$ cat config.mk
export PLATFORM = sky130hd
export DESIGN_NAME = dvc_unit
export DESIGN_NICKNAME = d
export VERILOG_FILES = /design/src/rtl/dvc_pkg.sv /design/src/rtl/dvc_cfg_regs.sv /design/src/rtl/dvc_addr_match.sv /design/src/rtl/dvc_value_match.sv /design/src/rtl/dvc_unit.sv
export SDC_FILE = /design/constraint.sdc
export NUM_CORES = 1
export LEC_CHECK = 0
export ABC_AREA = 1
export BUFFER_PORTS_ARGS = -buffer_cell sky130_fd_sc_hd__clkbuf_2
export CAP_MARGIN = 20
export CORE_AREA = 2 2 127 129
export CTS_BUF_LIST = sky130_fd_sc_hd__clkbuf_4
export CTS_CLUSTER_DIAMETER = 80
export DETAILED_ROUTE_END_ITERATION = 10
export DIE_AREA = 0 0 129 131
export GPL_TIMING_DRIVEN = 0
export PLACE_DENSITY = 0.79
export SKIP_CTS_REPAIR_TIMING = 1
export SLEW_MARGIN = 30
export SYNTH_ARGS = -nofsm -noshare
export SYNTH_HDL_FRONTEND = slang
export SYNTH_SLANG_ARGS = --single-unit
$ cat constraint.sdc
create_clock -name clk -period 1.9 [get_ports clk]
set_clock_uncertainty 0.05 [all_clocks]
set_input_delay 0.19 -clock clk [delete_from_list [all_inputs] [get_ports clk]]
set_output_delay 0.19 -clock clk [all_outputs]
set_load 0.01 [all_outputs]
$ cat src/rtl/dvc_pkg.sv
package dvc_pkg;

  typedef enum logic [1:0] {
    RNG_NONE = 2'b00,
    RNG_IN   = 2'b01,
    RNG_OUT  = 2'b10,
    RNG_RSV  = 2'b11
  } rng_mode_e;

  // control word, bit 0 at the bottom
  typedef struct packed {
    logic [1:0] v1_size;  // [11:10]
    logic [1:0] v0_size;  // [9:8]
    logic       v1_en;    // [7]
    logic       v0_en;    // [6]
    rng_mode_e  rng;      // [5:4]
    logic       a1_wr;    // [3]
    logic       a1_rd;    // [2]
    logic       a0_wr;    // [1]
    logic       a0_rd;    // [0]
  } ctrl_t;

  localparam int CTRL_W = $bits(ctrl_t);

  localparam logic [2:0] SEL_ADDR0 = 3'd0;
  localparam logic [2:0] SEL_ADDR1 = 3'd1;
  localparam logic [2:0] SEL_VAL0  = 3'd2;
  localparam logic [2:0] SEL_VAL1  = 3'd3;
  localparam logic [2:0] SEL_CTRL  = 3'd4;

  localparam logic [1:0] SZ_BYTE = 2'b00;
  localparam logic [1:0] SZ_HALF = 2'b01;

endpackage

$ cat src/rtl/dvc_cfg_regs.sv
module dvc_cfg_regs
  import dvc_pkg::*;
#(
  parameter int AW = 32,
  parameter int DW = 32,
  parameter int CW = 32
) (
  input  logic          clk,
  input  logic          rst,
  input  logic          we,
  input  logic [2:0]    sel,
  input  logic [CW-1:0] wdata,
  output logic [AW-1:0] addr_q [2],
  output logic [DW-1:0] val_q  [2],
  output ctrl_t         ctrl_q
);

  for (genvar i = 0; i < 2; i++) begin : g_pair
    always_ff @(posedge clk) begin
      if (rst) begin
        addr_q[i] <= '0;
        val_q[i]  <= '0;
      end else if (we) begin
        if (sel == (SEL_ADDR0 + 3'(i))) addr_q[i] <= wdata[AW-1:0];
        if (sel == (SEL_VAL0 + 3'(i)))  val_q[i]  <= wdata[DW-1:0];
      end
    end
  end

  always_ff @(posedge clk) begin
    if (rst)                           ctrl_q <= '0;
    else if (we && sel == SEL_CTRL)    ctrl_q <= ctrl_t'(wdata[CTRL_W-1:0]);
  end

endmodule

$ cat src/rtl/dvc_addr_match.sv
module dvc_addr_match
  import dvc_pkg::*;
#(
  parameter int AW = 32
) (
  input  logic          valid,
  input  logic          write,
  input  logic [AW-1:0] addr,
  input  logic [AW-1:0] ref_addr [2],
  input  ctrl_t         ctrl,
  output logic [1:0]    hit
);

  logic [1:0] type_ok;
  logic [1:0] exact;
  logic       at_or_above_lo;
  logic       below_hi;
  logic       win_hit;
  logic       ranged;

  assign type_ok[0] = write ? ctrl.a0_wr : ctrl.a0_rd;
  assign type_ok[1] = write ? ctrl.a1_wr : ctrl.a1_rd;

  for (genvar i = 0; i < 2; i++) begin : g_exact
    assign exact[i] = (addr == ref_addr[i]);
  end

  assign at_or_above_lo = (addr >= ref_addr[0]);
  assign below_hi       = (addr <  ref_addr[1]);
  assign ranged         = (ctrl.rng == RNG_IN) || (ctrl.rng == RNG_OUT);

  always_comb begin
    if (ctrl.rng == RNG_IN) win_hit = at_or_above_lo && below_hi;
    else                    win_hit = !at_or_above_lo || !below_hi;
  end

  always_comb begin
    if (!valid)      hit = 2'b00;
    else if (ranged) hit = {2{win_hit && type_ok[0]}};
    else             hit = exact & type_ok;
  end

endmodule

$ cat src/rtl/dvc_value_match.sv
module dvc_value_match
  import dvc_pkg::*;
#(
  parameter int DW = 32,
  localparam int LANES = DW / 8,
  localparam int LB = $clog2(LANES)
) (
  input  logic [DW-1:0]    data,
  input  logic [LANES-1:0] be,
  input  logic [DW-1:0]    ref_val,
  input  logic [LB-1:0]    ref_lo,
  input  logic [1:0]       size,
  output logic             match
);

  logic [LANES-1:0] lane_sel;
  logic [LANES-1:0] lane_ok;
  logic [LB-1:0]    half_base;

  always_comb begin
    half_base    = ref_lo;
    half_base[0] = 1'b0;
    case (size)
      SZ_BYTE: lane_sel = LANES'(1) << ref_lo;
      SZ_HALF: lane_sel = LANES'(3) << half_base;
      default: lane_sel = '1;
    endcase
  end

  for (genvar l = 0; l < LANES; l++) begin : g_lane
    assign lane_ok[l] = !lane_sel[l] ||
                        (be[l] && (data[8*l +: 8] == ref_val[8*l +: 8]));
  end

  assign match = &lane_ok;

endmodule

$ cat src/rtl/dvc_unit.sv
module dvc_unit
  import dvc_pkg::*;
#(
  parameter int AW = 32,
  parameter int DW = 32,
  parameter int CW = 32,
  localparam int LANES = DW / 8,
  localparam int LB = $clog2(LANES)
) (
  input  logic             clk,
  input  logic             rst,
  input  logic             acc_valid,
  input  logic             acc_write,
  input  logic [AW-1:0]    acc_addr,
  input  logic [LANES-1:0] acc_be,
  input  logic [DW-1:0]    acc_data,
  input  logic             cfg_we,
  input  logic [2:0]       cfg_sel,
  input  logic [CW-1:0]    cfg_wdata,
  output logic [1:0]       addr_hit,
  output logic [1:0]       val_hit,
  output logic             dbg_event
);

  logic [AW-1:0] addr_q [2];
  logic [DW-1:0] val_q  [2];
  ctrl_t         ctrl_q;
  logic [1:0]    a_hit;
  logic [1:0]    v_match;
  logic [1:0]    v_en;
  logic [1:0]    v_hit_n;
  logic [1:0]    contrib;

  dvc_cfg_regs #(.AW(AW), .DW(DW), .CW(CW)) u_regs (
    .clk    (clk),
    .rst    (rst),
    .we     (cfg_we),
    .sel    (cfg_sel),
    .wdata  (cfg_wdata),
    .addr_q (addr_q),
    .val_q  (val_q),
    .ctrl_q (ctrl_q)
  );

  dvc_addr_match #(.AW(AW)) u_amatch (
    .valid    (acc_valid),
    .write    (acc_write),
    .addr     (acc_addr),
    .ref_addr (addr_q),
    .ctrl     (ctrl_q),
    .hit      (a_hit)
  );

  assign v_en = {ctrl_q.v1_en, ctrl_q.v0_en};

  for (genvar i = 0; i < 2; i++) begin : g_val
    dvc_value_match #(.DW(DW)) u_vmatch (
      .data    (acc_data),
      .be      (acc_be),
      .ref_val (val_q[i]),
      .ref_lo  (addr_q[i][LB-1:0]),
      .size    ((i == 0) ? ctrl_q.v0_size : ctrl_q.v1_size),
      .match   (v_match[i])
    );
    assign v_hit_n[i] = a_hit[i] && v_en[i] && v_match[i];
    assign contrib[i] = v_en[i] ? v_hit_n[i] : a_hit[i];
  end

  always_ff @(posedge clk) begin
    if (rst) begin
      addr_hit  <= '0;
      val_hit   <= '0;
      dbg_event <= 1'b0;
    end else begin
      addr_hit  <= a_hit;
      val_hit   <= v_hit_n;
      dbg_event <= |contrib;
    end
  end

endmodule

==> results of run 1 <==
kinds of logic (layout without fill, tap and decap cells):
kind of cell	after synthesis	count (layout)	share of synthesized area
AOI/OAI and AO/OA	340	340	0.230
xor gates and xnor gates	21	21	0.0240
adders and majority gates	65	65	0.106
buffers and inverters	207	387	0.103
DFF	145	145	0.378
muxes	1	1	0.00130
other	0	1	0
and+or+nand+nor	265	265	0.158
layout by cell type, fill, tap and decap left out, drive strengths merged:
cell,netlist,final
clkbuf,35,166
o21a,1,1
o2111ai,2,2
mux2i,1,1
nor3,9,9
o21bai,1,1
or2,7,7
ha,65,65
buf,5,11
dlygate4sd3,0,31
a21boi,3,3
a211oi,2,2
bufinv,0,4
nand4,11,11
nand2,118,118
o2111a,1,1
xor2,8,8
a21oi,146,146
clkinv,0,7
o211ai,2,2
a21o,4,4
nand2b,1,1
o22ai,15,15
nor2,94,94
xnor2,13,13
clkinvlp,0,1
dfxtp,145,145
inv,167,167
diode,0,1
and2,1,1
nand3,24,24
o21ai,163,163
per-stage QoR:
stage / utilization / hold WS, ns / TNS (ns) / instances / area, sq um
2_1_floorplan: - / 0.275 / 0 / 1044 / 7680
3_3_place_gp: 0.546 / 0.387 / -0.443 / 1372 / 8510
3_5_place_dp: 0.546 / 0.391 / -0.565 / 1372 / 8510
4_1_cts: 0.565 / -0.143 / -0.817 / 1403 / 8820
5_1_grt: 0.626 / 0.00902 / -1.23 / 1441 / 9760
6_report: 0.626 / -0.0322 / -0.788 / 1441 / 9760
area by class of cell:
| type | count | area [sq um] |
|---|---|---|
| fillers | 1349 | 5840 |
| multi-input cells | 692 | 4540 |
| flip-flops and latches | 145 | 2930 |
| repair buffers | 149 | 916 |
| inverters | 167 | 632 |
| well taps | 216 | 270 |
| clock inverters | 12 | 166 |
| plain buffers | 40 | 163 |
| clock buffers | 19 | 143 |
| diodes | 1 | 2.50 |
path summary, 6_finish.rpt:
check                                   end  slack [ns]                           start  cells after the start
max reg2reg            dbg_event$_SDFF_PP0_       -0.18  u_regs.addr_q[21]$_SDFFE_PP0P_                     17
max                    dbg_event$_SDFF_PP0_       -0.18  u_regs.addr_q[21]$_SDFFE_PP0P_                     17
min reg2reg  u_regs.addr_q[22]$_SDFFE_PP0P_        0.41  u_regs.addr_q[22]$_SDFFE_PP0P_                      2
min           u_regs.val_q[43]$_SDFFE_PP0P_       -0.03                   cfg_wdata[11]                      3
registers in the layout, indices dropped and copies added (netlist names):
name	count
val_hit	2
dbg_event	1
u_regs.val_q	64
addr_hit	2
u_regs.ctrl_q	12
u_regs.addr_q	64
routing by layer:
| metal | up-vias | part of all wire | track usage |
|---|---|---|---|
| li1 | 3798 | - | - |
| met1 | 3628 | 0.42 | 0.336 |
| met2 | 334 | 0.47 | 0.438 |
| met3 | 57 | 0.076 | 0.0415 |
| met4 | 0 | 0.026 | 0.0985 |
| met5 | - | 0 | 0 |
power by group through the flow:
stage	Clock, W	Sequential, W	Combinational (W)
CTS	0.00220	0.00319	0.000975
floorplan	0	0.00325	0.000602
global placement	0	0.00326	0.000940
global route	0.00233	0.00321	0.00132
detailed placement	0	0.00326	0.000969
finish	0.00221	0.00320	0.00119
critical path, stage by stage (launching register included):
cell     delay [ns]
dfxtp_1        0.35
inv_1          0.08
ha_4           0.28
nand2_1        0.05
inv_2          0.07
nand2_4        0.06
nor2_4         0.11
nand2_4        0.08
nor2_4         0.12
nand2_2        0.08
nand3_2        0.10
nor2_4         0.05
nand2_2        0.08
nand2_2        0.05
nand3_2        0.08
nand2_4        0.08
nand3_1        0.07
nand2_1        0.09
cell usage after synthesis, types with 2 or more instances:
| library cell | count |
|---|---|
| clkbuf_1 | 35 |
| nor2_2 | 8 |
| nor2_1 | 81 |
| xnor2_1 | 13 |
| o2111ai_1 | 2 |
| inv_1 | 159 |
| a21boi_0 | 3 |
| o21ai_0 | 162 |
| a21o_1 | 4 |
| nand2_2 | 13 |
| ha_1 | 65 |
| o211ai_1 | 2 |
| xor2_1 | 8 |
| nor2_4 | 5 |
| or2_2 | 7 |
| nand3_2 | 3 |
| dfxtp_1 | 145 |
| o22ai_1 | 15 |
| a21oi_1 | 146 |
| nor3_1 | 8 |
| inv_2 | 8 |
| a211oi_1 | 2 |
| buf_2 | 4 |
| nand2_1 | 104 |
| nand3_1 | 21 |
| nand4_1 | 11 |
==> flow_metrics.env, run 1 <==
export IMPL_outcome="finished with violations"
export IMPL_violations="negative hold slack, negative setup slack"
export IMPL_synth_top_area_share=0.378
export IMPL_clk_pin_slew_ns=0.14
export IMPL_dp_hpwl_mm=16.6
export IMPL_cts_tree="built"
export IMPL_fmax_mhz=481
export IMPL_detail_route_first_pass_iterations=6
export IMPL_async_flop_share=0
export IMPL_grt_usage=0.260
export IMPL_relSlewSlack=0.593
export IMPL_cp_required_ns=2.31
export IMPL_cts_made_buffers=17
export IMPL_drive_gt1_frac=0.246
export IMPL_synth_edf_count=0
export IMPL_wl_per_cell_um=16.1
export IMPL_die_width_um=129
export IMPL_clock_root_buffer="clkbuf_4"
export IMPL_core_area_sq_um=15600
export IMPL_pwr_share_comb=0.180
export IMPL_drc=0
export IMPL_die_h_um=131
export IMPL_peakVddDrop_mv=0.431
export IMPL_clkPwrFrac=0.335
export IMPL_vias=7817
export IMPL_pin_count=113
export IMPL_overflow=0
export IMPL_layout_min_cycle_time_ns=2.08
export IMPL_synth_area_leaders="dfxtp_1, ha_1, o21ai_0"
export IMPL_syn_instance_count=1044
export IMPL_power_total_w=0.00660
export IMPL_synth_seq_cells=145
export IMPL_place_ws_ns=-0.168
export IMPL_hold_path_class="in2reg"
export IMPL_worstPathArrival_ns=2.49
export IMPL_timing_hold_ws_ns=-0.0322
export IMPL_final_period_utilization=1.09
export IMPL_maxCapViolCount=0
export IMPL_syn_area_per_cell_sq_um=7.35
export IMPL_final_nets=1385
export IMPL_grt_pass1_wl_mm=33.7
export IMPL_grt_antenna_before_repair=1
export IMPL_htreeDepth=4
export IMPL_yosysTopAreaCell="dfxtp_1"
export IMPL_tightest_slew_ns=0.611
export IMPL_ys_seq_area_frac=0.378
export IMPL_numPortBuffers=112
export IMPL_cts_path_max_buffers=2
export IMPL_critPathMaxFanout=4
export IMPL_rsz0062_at_grt="yes"
export IMPL_power_frac_seq=0.484
export IMPL_routed_wl_mm=23.3
export IMPL_antenna_left=0
export IMPL_die_area_sq_um=16900
export IMPL_insertion_delay_ns=0.58
export IMPL_cts_sinks=145
export IMPL_power_internal_w=0.00470
export IMPL_start_util=0.492
export IMPL_netSwitchingPower_w=0.00190
export IMPL_grt_pass1_vias=6836
export IMPL_cp_start_kind="flop"
export IMPL_area_growth_pct=27.1
export IMPL_row_count=46
export IMPL_crit_path_end_kind="flop"
export IMPL_sw_frac_of_total=0.288
export IMPL_leakagePower_nw=4.00
export IMPL_place_congestion=0.922
export IMPL_grt_max_degree=17
export IMPL_finalSetupViolCount=5
export IMPL_syn_nets=1217
export IMPL_vias_per_cell=5.42
export IMPL_hold_viol=3
export IMPL_fin_ws_ns=-0.180
export IMPL_cellPowerDensity_nw_per_um2=677
export IMPL_yosys_warnings=0
export IMPL_yosysUniqueCellTypes=36
export IMPL_synth_main_ff_cell="dfxtp_1"
export IMPL_criticalPathCategory="reg2reg"
export IMPL_drv_slew=0
export IMPL_syn_area_sq_um=7680
export IMPL_drt_iter0_drc=540
(Power assumes the default switching activity.)
==> run 2: changes to the inputs <==
SKIP_CTS_REPAIR_TIMING = default   (was 1)
==> flow_metrics.env, run 2 (synthesis results as in run 1) <==
export IMPL_grt_max_degree=17
export IMPL_hold_path_class="in2reg"
export IMPL_clock_root_buffer="clkbuf_4"
export IMPL_die_area_sq_um=16900
export IMPL_core_area_sq_um=15600
export IMPL_stdcell_count=1457
export IMPL_critPathMaxFanout=4
export IMPL_clk_pin_slew_ns=0.13
export IMPL_rsz0062_at_grt="yes"
export IMPL_grt_pass1_vias=7202
export IMPL_vias_per_cell=5.45
export IMPL_timing_setup_tns_ns=-0.594
export IMPL_drc=0
export IMPL_cts_sinks=145
export IMPL_cts_made_buffers=17
export IMPL_final_period_utilization=1.07
export IMPL_die_h_um=131
export IMPL_maxCapViolCount=0
export IMPL_cp_required_ns=2.30
export IMPL_relSlewSlack=0.592
export IMPL_timing_hold_ws_ns=0.0333
export IMPL_layout_min_cycle_time_ns=2.03
export IMPL_overflow=0
export IMPL_antenna_left=0
export IMPL_sw_frac_of_total=0.286
export IMPL_outcome="finished with violations"
export IMPL_leakagePower_nw=4.07
export IMPL_place_ws_ns=-0.168
export IMPL_violations="negative setup slack"
export IMPL_peakVddDrop_mv=0.416
export IMPL_drt_iter0_drc=637
export IMPL_pwr_share_comb=0.185
export IMPL_criticalPathCategory="reg2reg"
export IMPL_insertion_delay_ns=0.57
export IMPL_clkPwrFrac=0.331
export IMPL_pin_count=113
export IMPL_fmax_mhz=492
export IMPL_grt_antenna_before_repair=1
export IMPL_crit_path_end_kind="flop"
export IMPL_worstPathArrival_ns=2.44
export IMPL_drive_gt1_frac=0.246
export IMPL_cellPowerDensity_nw_per_um2=669
export IMPL_routed_wl_mm=23.8
export IMPL_cts_tree="built"
export IMPL_wl_per_cell_um=16.3
export IMPL_die_width_um=129
export IMPL_detail_route_first_pass_iterations=5
export IMPL_grt_pass1_wl_mm=35.5
export IMPL_grt_usage=0.272
export IMPL_hold_viol=0
export IMPL_htreeDepth=4
export IMPL_power_frac_seq=0.484
export IMPL_numPortBuffers=112
export IMPL_finalSetupViolCount=5
export IMPL_drv_slew=0
export IMPL_power_internal_w=0.00472
export IMPL_dp_hpwl_mm=16.6
export IMPL_cts_path_max_buffers=2
export IMPL_start_util=0.492
export IMPL_final_nets=1401
export IMPL_top_regs="u_regs.addr_q: 64 flops, u_regs.val_q: 64 flops, u_regs.ctrl_q: 12 flops"
export IMPL_place_congestion=0.922
export IMPL_final_cell_mix="o21ai_0, a21oi_1, inv_1"
export IMPL_final_common_cell="o21ai_0"
export IMPL_final_util=0.634
export IMPL_cp_start_kind="flop"
export IMPL_vias=7947
export IMPL_netSwitchingPower_w=0.00189
export IMPL_area_growth_pct=28.7
export IMPL_dp_cells=1372
export IMPL_fin_ws_ns=-0.135
export IMPL_row_count=46
export IMPL_tightest_slew_ns=0.612
## run 2: what timing repair did
action	in CTS	in global routing
endpoints found under the hold margin	141	0
setup endpoints to repair	5	6
resized for setup	37	79
hold buffers	37	0
pin swaps	17	39
setup buffers	13	4
## run 2: per-stage QoR
stage	instance area (sq um)	total power, W
detailed placement	8510	0.00423
floorplan	7680	0.00385
CTS	9490	0.00647
global route	9880	0.00687
finish	9880	0.00661
global placement	8510	0.00420
## run 2: cell type report
type	instances	area, sq um
fill	1315	5710
multi-input combinational	692	4510
sequential	145	2930
timing repair buffer	165	1070
inverter	167	629
tap	216	270
clock inverter	12	166
buffer	40	163
clock buffer	19	143
antenna	1	2.50
## run 2: worst max-delay path: stages, from the launching register on
cell     delay (ns)
dfxtp_2        0.35
inv_2          0.05
ha_4           0.28
nand4_1        0.19
nor2_4         0.18
nand2_4        0.08
nor2_4         0.09
nand2_2        0.07
nand3_2        0.10
nor2_4         0.05
nand2_2        0.07
nand2_2        0.05
nand3_2        0.07
nand2_4        0.08
nand3_1        0.07
nand2_1        0.08
## run 2: power groups by stage
| stage | clock [W] | sequential (W) | combinational (W) |
|---|---|---|---|
| 6_report | 0.00219 | 0.00320 | 0.00122 |
| 5_1_grt | 0.00232 | 0.00321 | 0.00134 |
| 4_1_cts | 0.00220 | 0.00319 | 0.00108 |
| 3_5_place_dp | 0 | 0.00326 | 0.000969 |
| 3_3_place_gp | 0 | 0.00326 | 0.000940 |
| 2_1_floorplan | 0 | 0.00325 | 0.000602 |
## run 2: final timing paths
| check | cells after the start | to | start | slack [ns] |
|---|---|---|---|---|
| setup / recovery | 15 | dbg_event$_SDFF_PP0_ | u_regs.addr_q[17]$_SDFFE_PP0P_ | -0.13 |
| hold / removal | 4 | u_regs.val_q[34]$_SDFFE_PP0P_ | cfg_sel[0] | 0.03 |
| hold reg to reg | 2 | u_regs.ctrl_q[0]$_SDFFE_PP0P_ | u_regs.ctrl_q[0]$_SDFFE_PP0P_ | 0.41 |
| setup reg to reg | 15 | dbg_event$_SDFF_PP0_ | u_regs.addr_q[17]$_SDFFE_PP0P_ | -0.13 |
## run 2: per-layer routing
| metal | track usage | part of all wire | routed length (um) |
|---|---|---|---|
| met4 | 0.123 | 0.035 | 833 |
| met2 | 0.453 | 0.47 | 11200 |
| met5 | 0 | 0 | 0 |
| met1 | 0.351 | 0.41 | 9730 |
| met3 | 0.0403 | 0.084 | 2010 |
==> run 3: changes to the inputs <==
GPL_TIMING_DRIVEN = default   (was 0)
==> flow_metrics.env, run 3 (synthesis results as in run 1) <==
export IMPL_place_congestion=0.882
export IMPL_vias_per_cell=5.19
export IMPL_reg2reg_to="dbg_event$_SDFF_PP0_"
export IMPL_antenna_left=0
export IMPL_min_to="u_regs.ctrl_q[5]$_SDFFE_PP0P_"
export IMPL_final_nets=1356
export IMPL_cellPowerDensity_nw_per_um2=673
export IMPL_cts_made_buffers=17
export IMPL_drive_gt1_frac=0.235
export IMPL_maxCapViolCount=0
export IMPL_drv_slew=0
export IMPL_vias=7340
export IMPL_numPortBuffers=112
export IMPL_crit_slowest_cell="dfxtp_2"
export IMPL_fillers=1372
export IMPL_dp_hpwl_mm=14.4
export IMPL_cp_start_kind="flop"
export IMPL_clk_pin_slew_ns=0.14
export IMPL_die_width_um=129
export IMPL_drc=0
export IMPL_criticalPathCategory="reg2reg"
export IMPL_outcome="finished with violations"
export IMPL_rr_worst_depth=13
export IMPL_min_delay_start="cfg_we"
export IMPL_worstPathArrival_ns=2.42
export IMPL_final_period_utilization=1.05
export IMPL_path_buf_inv=1
export IMPL_grt_antenna_before_repair=1
export IMPL_finalSetupViolCount=5
export IMPL_cpMostUsedCell="nand2_2"
export IMPL_timing_setup_tns_ns=-0.374
export IMPL_die_area_sq_um=16900
export IMPL_peakVddDrop_mv=0.394
export IMPL_final_util=0.614
export IMPL_cts_tree="built"
export IMPL_holdPathStages=4
export IMPL_cts_sinks=145
export IMPL_path_cells="inv_1, ha_1, nand4_1, nor2_4, nand2_2, a21oi_1, nor2_4, nand2_2, nand2_2, nand3_2, nand2_4, nand3_1, nand2_1"
export IMPL_timing_hold_ws_ns=0.0958
export IMPL_row_count=46
export IMPL_final_cell_mix="o21ai_0, a21oi_1, inv_1"
export IMPL_routed_wl_mm=20.8
export IMPL_area_growth_pct=24.6
export IMPL_grt_usage=0.244
export IMPL_final_common_cell="o21ai_0"
export IMPL_cpPeakStageDelay_ns=0.34
export IMPL_critical_path_reg2reg_startpoint="u_regs.addr_q[26]$_SDFFE_PP0P_"
export IMPL_cts_path_max_buffers=2
export IMPL_htreeDepth=4
export IMPL_crit_path_end_kind="flop"
export IMPL_relSlewSlack=0.493
export IMPL_critPathMaxFanout=4
export IMPL_leakagePower_nw=3.96
export IMPL_die_h_um=131
export IMPL_insertion_delay_ns=0.57
export IMPL_layout_min_cycle_time_ns=2.00
export IMPL_tightest_slew_ns=0.760
export IMPL_start_util=0.492
export IMPL_rsz0062_at_grt="yes"
export IMPL_overflow=0
export IMPL_multi_input_area_sq_um=4380
export IMPL_wl_per_cell_um=14.7
export IMPL_violations="negative setup slack"
export IMPL_grt_pass1_vias=6727
export IMPL_drt_iter0_drc=557
export IMPL_clock_root_buffer="clkbuf_4"
export IMPL_fmax_mhz=500
export IMPL_reg2reg_setup_slack_ns=-0.1
export IMPL_core_area_sq_um=15600
export IMPL_top_regs="u_regs.addr_q: 64 flops, u_regs.val_q: 64 flops, u_regs.ctrl_q: 12 flops"
export IMPL_fin_ws_ns=-0.0988
export IMPL_detail_route_first_pass_iterations=5
export IMPL_grt_pass1_wl_mm=32.2
export IMPL_critPathTopFamily="simple AND/OR/NAND/NOR gates"
export IMPL_seq_area_sq_um=2920
export IMPL_hold_viol=0
export IMPL_cp_required_ns=2.33
export IMPL_grt_max_degree=65
export IMPL_pin_count=113
export IMPL_hold_path_class="in2reg"
-- run 3: cell types whose count changed in the layout (fill, tap and decap cells not counted), sizes merged --
cell and delta:
clkinv -5, clkbuf -35, clkinvlp +7, dlygate4sd3 -3, buf -7, bufinv -1
-- run 3: metrics by stage --
step,setup WS (ns),instances,cell area [sq um],total power (W)
CTS,-0.0227,1406,9190,0.00636
global route,-0.191,1413,9570,0.00676
floorplan,0.193,1044,7680,0.00385
finish,-0.0988,1413,9570,0.00644
detailed placement,-0.0242,1340,8460,0.00421
global placement,0.0171,1340,8460,0.00418
-- run 3: how the worst max path moves through the flow --
stage                                         from               endpoint  slack [ns]  cells past startpoint
global route        u_regs.addr_q[47]$_SDFFE_PP0P_  val_hit[0]$_SDFF_PP0_       -0.19                     16
finish              u_regs.addr_q[26]$_SDFFE_PP0P_   dbg_event$_SDFF_PP0_        -0.1                     13
CTS                 u_regs.addr_q[19]$_SDFFE_PP0P_  val_hit[0]$_SDFF_PP0_       -0.02                     15
global placement    u_regs.addr_q[59]$_SDFFE_PP0P_  val_hit[0]$_SDFF_PP0_        0.02                     14
floorplan           u_regs.addr_q[59]$_SDFFE_PP0P_  val_hit[0]$_SDFF_PP0_        0.19                     14
detailed placement  u_regs.addr_q[63]$_SDFFE_PP0P_  val_hit[0]$_SDFF_PP0_       -0.02                     15
-- run 3: report_power, final --
part / leakage (nW) / switching, W / internal, W / total, W
sequential: 1.19 / 0.0000472 / 0.00315 / 0.00320
combinational: 2.63 / 0.000650 / 0.000488 / 0.00114
clock: 0.139 / 0.00118 / 0.000935 / 0.00211
total: 3.96 / 0.00187 / 0.00457 / 0.00644
-- run 3: routing by layer --
layer / global-route usage / wire length (um) / part of all wire
met5: 0 / 0 / 0
met3: 0.0537 / 1360 / 0.065
met1: 0.315 / 9150 / 0.44
met4: 0.0902 / 424 / 0.020
met2: 0.401 / 9880 / 0.47
-- run 3: what timing repair did --
item,4_1_cts,5_1_grt
setup buffers,0,6
hold buffers,34,0
pin swaps,6,27
endpoints found under the setup margin,4,5
gates resized for setup,12,69
hold endpoints to repair,143,0
-- run 3: layout make-up --
class	count	area share
Multi-Input combinational cell	692	0.458
Clock inverter	13	0.0171
Clock buffer	19	0.0149
Tap cell	216	0.0282
Sequential cell	145	0.306
Antenna cell	1	0.000262
Inverter	167	0.0655
Timing Repair Buffer	160	0.110
-- run 3: worst min-delay path, cell delays in order --
cell,delay [ns]
clkbuf_2,0.09
nand3_1,0.09
buf_4,0.22
a21oi_1,0.09
